===== src/rtl/csa_pkg.sv =====
package csa_pkg;

  // Number of words left after lvl rounds of three-to-two reduction.
  function automatic int words_after(input int k, input int lvl);
    int n;
    n = k;
    for (int i = 0; i < lvl; i++) n = 2 * (n / 3) + (n % 3);
    return n;
  endfunction

  // Rounds needed to bring k words down to two.
  function automatic int level_count(input int k);
    int n;
    int l;
    n = k;
    l = 0;
    for (int i = 0; i < 64; i++) begin
      if (n > 2) begin
        n = 2 * (n / 3) + (n % 3);
        l++;
      end
    end
    return l;
  endfunction

endpackage


===== src/rtl/csa_row.sv =====
// One three-to-two compressor row: independent full adders, no carry chain.
// The carry word leaves already doubled (shifted up one bit by wiring).
module csa_row #(
  parameter int OW = 7
) (
  input  logic [OW-1:0] a_i,
  input  logic [OW-1:0] b_i,
  input  logic [OW-1:0] c_i,
  output logic [OW-1:0] sum_o,
  output logic [OW-1:0] carry_o
);
  assign carry_o[0] = 1'b0;

  for (genvar i = 0; i < OW; i++) begin : g_bit
    assign sum_o[i] = a_i[i] ^ b_i[i] ^ c_i[i];
    // The top carry would land beyond the result width; since every partial
    // total is bounded by the final one, it is always zero and is not built.
    if (i < OW - 1) begin : g_cy
      assign carry_o[i+1] = (a_i[i] & b_i[i]) | (a_i[i] & c_i[i]) | (b_i[i] & c_i[i]);
    end
  end
endmodule


===== src/rtl/csa_tree.sv =====
// Reduces K operands to two words through levels of compressor rows.
module csa_tree
  import csa_pkg::*;
#(
  parameter int K  = 6,
  parameter int W  = 4,
  parameter int OW = 7
) (
  input  logic [K-1:0][W-1:0] ops_i,
  output logic [OW-1:0]       word_a_o,
  output logic [OW-1:0]       word_b_o
);
  localparam int LEVELS = level_count(K);

  for (genvar l = 0; l <= LEVELS; l++) begin : stg
    localparam int N = words_after(K, l);
    logic [OW-1:0] w [N];

    if (l == 0) begin : g_load
      for (genvar j = 0; j < K; j++) begin : g_ext
        assign w[j] = {{(OW-W){1'b0}}, ops_i[j]};
      end
    end else begin : g_reduce
      localparam int NP   = words_after(K, l - 1);
      localparam int GRPS = NP / 3;
      localparam int LEFT = NP % 3;
      for (genvar g = 0; g < GRPS; g++) begin : g_row
        csa_row #(.OW(OW)) u_row (
          .a_i    (stg[l-1].w[3*g]),
          .b_i    (stg[l-1].w[3*g+1]),
          .c_i    (stg[l-1].w[3*g+2]),
          .sum_o  (w[2*g]),
          .carry_o(w[2*g+1])
        );
      end
      for (genvar j = 0; j < LEFT; j++) begin : g_pass
        assign w[2*GRPS+j] = stg[l-1].w[3*GRPS+j];
      end
    end
  end

  assign word_a_o = stg[LEVELS].w[0];
  assign word_b_o = stg[LEVELS].w[1];
endmodule


===== src/rtl/cpa_ripple.sv =====
// Final carry-propagate adder merging the two remaining words.
module cpa_ripple #(
  parameter int OW = 7
) (
  input  logic [OW-1:0] x_i,
  input  logic [OW-1:0] y_i,
  output logic [OW-1:0] s_o
);
  logic [OW-1:0] cy;

  assign cy[0] = 1'b0;

  for (genvar i = 0; i < OW; i++) begin : g_bit
    assign s_o[i] = x_i[i] ^ y_i[i] ^ cy[i];
    if (i < OW - 1) begin : g_cy
      assign cy[i+1] = (x_i[i] & y_i[i]) | (cy[i] & (x_i[i] ^ y_i[i]));
    end
  end
endmodule


===== src/rtl/csa_sum_top.sv =====
module csa_sum_top #(
  parameter  int K  = 6,
  parameter  int W  = 4,
  localparam int OW = W + $clog2(K)
) (
  input  logic               clk,
  input  logic               rst,
  input  logic [K-1:0][W-1:0] opnd_i,
  output logic [OW-1:0]      sum_o
);
  localparam int RW = OW + 8;

  logic [OW-1:0] word_a;
  logic [OW-1:0] word_b;
  logic [OW-1:0] total;

  csa_tree #(.K(K), .W(W), .OW(OW)) u_tree (
    .ops_i   (opnd_i),
    .word_a_o(word_a),
    .word_b_o(word_b)
  );

  cpa_ripple #(.OW(OW)) u_cpa (
    .x_i(word_a),
    .y_i(word_b),
    .s_o(total)
  );

  always_ff @(posedge clk) begin
    if (rst) sum_o <= '0;
    else     sum_o <= total;
  end

  // Plain arithmetic total, used only by the checks below.
  logic [RW-1:0] chk_sum;
  always_comb begin
    chk_sum = '0;
    for (int j = 0; j < K; j++) chk_sum = chk_sum + RW'(opnd_i[j]);
  end

  assert_reset_clear_R1: assert property (@(posedge clk) disable iff (rst)
    $past(rst) |-> sum_o == '0);

  assert_registered_total_R2: assert property (@(posedge clk) disable iff (rst)
    !$past(rst) |-> RW'(sum_o) == $past(chk_sum));

  assert_no_overflow_R3: assert property (@(posedge clk) disable iff (rst)
    chk_sum[RW-1:OW] == '0);

  // Tree conservation: the two words reaching the final adder keep the total.
  assert_tree_conserves_R7: assert property (@(posedge clk) disable iff (rst)
    RW'(word_a) + RW'(word_b) == chk_sum);

  assert_zero_in_zero_out_R4: assert property (@(posedge clk) disable iff (rst)
    (opnd_i == '0) |=> sum_o == '0);
endmodule


===== config.mk =====
export PLATFORM = sky130hd
export DESIGN_NAME = csa_sum_top
export DESIGN_NICKNAME = d
export VERILOG_FILES = /design/src/rtl/csa_pkg.sv /design/src/rtl/csa_row.sv /design/src/rtl/csa_tree.sv /design/src/rtl/cpa_ripple.sv /design/src/rtl/csa_sum_top.sv
export SDC_FILE = /design/constraint.sdc
export NUM_CORES = 1
export LEC_CHECK = 0
export BUFFER_PORTS_ARGS = -buffer_cell sky130_fd_sc_hd__buf_2
export CAP_MARGIN = 10
export CORE_MARGIN = 1.5
export CORE_UTILIZATION = 47
export DETAILED_ROUTE_END_ITERATION = 10
export PLACE_DENSITY = 0.8
export SYNTH_ARGS = -nofsm -noshare
export SYNTH_HDL_FRONTEND = slang
export SYNTH_SLANG_ARGS = --single-unit

===== constraint.sdc =====
create_clock -name clk -period 6.9 [get_ports clk]
set_input_delay 0.345 -clock clk [delete_from_list [all_inputs] [get_ports clk]]
set_output_delay 0.345 -clock clk [all_outputs]
set_load 0.1 [all_outputs]

==> impl_metrics.csv <==
group,metric,value,unit
worst_setup_path,cp.arrival,3560,ps
finish,layout_common_cells,"buf_2, inv_1, fa_1",
outcome,outcome,"finished, final reports clean",
worst_setup_path,crit_path_start_kind,"input pin",
timing,final_hold_viol_count,0,
die,core_area,1300,um^2
place,io_buffers,32,
worst_setup_path,worstPathCellList,"buf_2 -> inv_1 -> fa_1 -> inv_1 -> fa_1 -> inv_1 -> fa_1 -> inv_1 -> ha_1 -> fa_1 -> fa_1 -> ha_1 -> nor2b_1",
place,gp_congestion,0.666,
worst_setup_path,worstPathRequired,7040,ps
worst_setup_path,path_buf_inv,5,
worst_setup_path,worstSetupEndpointType,"register",
die,initial_core_util,50.5,%
timing,rsz0062_at_grt,"no",
die,rows,13,
finish,antennaDiodeCount,0,
global_routing,first_global_vias,537,
hold_path,hp-class,"in2reg",
worst_setup_path,cp-startpoint,"opnd_i[2]",
cts,tritoncts,"done",
worst_setup_path,critical_path.most_common_cell,"fa_1",
timing,tightest_slew,495,ps
route,vias_per_cell,4.43,
timing,tns,0,ps
die,die_area,1630,um^2
die,num_io_pins,33,
timing,slew_headroom,67.3,%
yosys,syn_avg_cell_area,10.9,um^2
route,postRouteAntennaNets,0,
power_and_ir_drop,finalPower,0.313,mW
cts,root_buffer,"clkbuf_4",
yosys,ys_warn_count,0,
global_routing,grt_max_degree,8,
route,wl,1130,um
finish,reg.largest.list,"sum_o x7",
timing,fmax,292,MHz
worst_setup_path,cp-endpoint,"sum_o[5]",
worst_setup_path,worstPathMaxFanout,1,
worst_setup_path,cp_top_family,"adder cells",
timing,final_max_slew_viol_count,0,
finish,regMostFlops,"sum_o",
cts,clk_pin_slew,50,ps
cts,cts_resized,0,
cts,cts_buffer_depth,2,
global_routing,gr-usage-all-layers,19.2,%
cts,numCtsBuffers,3,
timing,period_share,49.6,%
power_and_ir_drop,powerDensity,363,nW/um^2
die,dieWidth,40.4,um
cts,h-tree-depth,1,
global_routing,antenna_found_initial,0,
global_routing,grt_overflow,0,
cts,cts_sinks,7,
worst_setup_path,slowest_stage,"fa_1",
worst_setup_path,worst-path-stages,13,
timing,setup_violations,0,
power_and_ir_drop,leakage,0.506,nW
finish,syn2layout_area_growth,31.2,%
timing,period_needed,3420,ps
finish,largest_register_ff_count,7,
yosys,yosysTopAreaCellShare,51.8,%
timing,final.setup.worst_slack,3480,ps
route,first_pass_iters,2,
finish,nets,143,
route,vias,492,
yosys,synth.cell_area,657,um^2
cts,post-cts-setup-buffers,0,
yosys,ys_ff_latch,7,
cts,holdBufCountCts,0,
power_and_ir_drop,peakVddDrop,0.250,mV
die,dieHeight,40.4,um
place,place_ws,3180,ps
yosys,ys_seq_area_share,21.3,%
place,dp_hpwl,1060,um
yosys,synthTopCellsByArea,"fa_1, dfxtp_1, inv_1",
finish,drive_gt1_share,36.5,%
yosys,netlist-cell-type-count,6,
global_routing,grt_pass1_wl,1950,um
yosys,synth_nets,106,
yosys,postSynthCellCount,60,
worst_setup_path,path_class,"in2reg",
yosys,synth_top_cell_by_area,"fa_1",
worst_setup_path,max_stage_delay,540,ps
route,wl_per_cell,10.2,um
route,drc,0,
route,initialDrtViolationCount,1,
finish,layout_commonest_cell,"buf_2",
job,cap_violations,0,
[stage by stage]
stage	util [%]	std cells	cell area (um^2)	hold slack [ps]
after floorplan	-	60	657	412
after global placement	64.2	107	836	589
after detailed placement	64.2	107	836	595
after CTS	66.3	111	862	329
after global routing	66.3	111	862	360
final	66.3	111	862	337
[logic make-up after synthesis]
group,synth area share (%)
AND/OR/NAND/NOR,6.29
flip-flops,21.3
buffers and inverters,14.9
adder cells (fa/ha/maj),57.5
[metal layers]
metal	wire length [um]	part of all wire [%]	track usage, %
met5	0	0	0
met4	0	0	0
met3	78	6.9	8.33
met2	700	62	40.5
met1	348	31	17.0
[Yosys cell counts]
cell type / instances
fa_1: 17
nor2_1: 1
ha_1: 3
inv_1: 26
dfxtp_1: 7
nor2b_1: 6
[cell type report]
| type | instances | area (um^2) |
|---|---|---|
| Fill cell | 121 | 439 |
| Timing Repair Buffer | 32 | 160 |
| Multi-Input combinational cell | 27 | 419 |
| Tap cell | 15 | 18.8 |
| Inverter | 26 | 97.6 |
| Clock buffer | 4 | 26.3 |
| Sequential cell | 7 | 140 |
[worst min path at each step]
stage,slack [ps],to,from,cells after the start
final,340,sum_o[1],rst,2
after detailed placement,590,sum_o[1],rst,2
after global placement,590,sum_o[1],rst,2
after floorplan,410,sum_o[1],rst,1
after CTS,330,sum_o[1],rst,2
after global routing,360,sum_o[1],rst,2
[power by group]
group | switching (mW) | internal, mW
combinational | 0.159 | 0.0573
clock | 0.0147 | 0.0220
sequential | 0.00341 | 0.0559
Note: power is estimated with default switching activity, not from simulation.
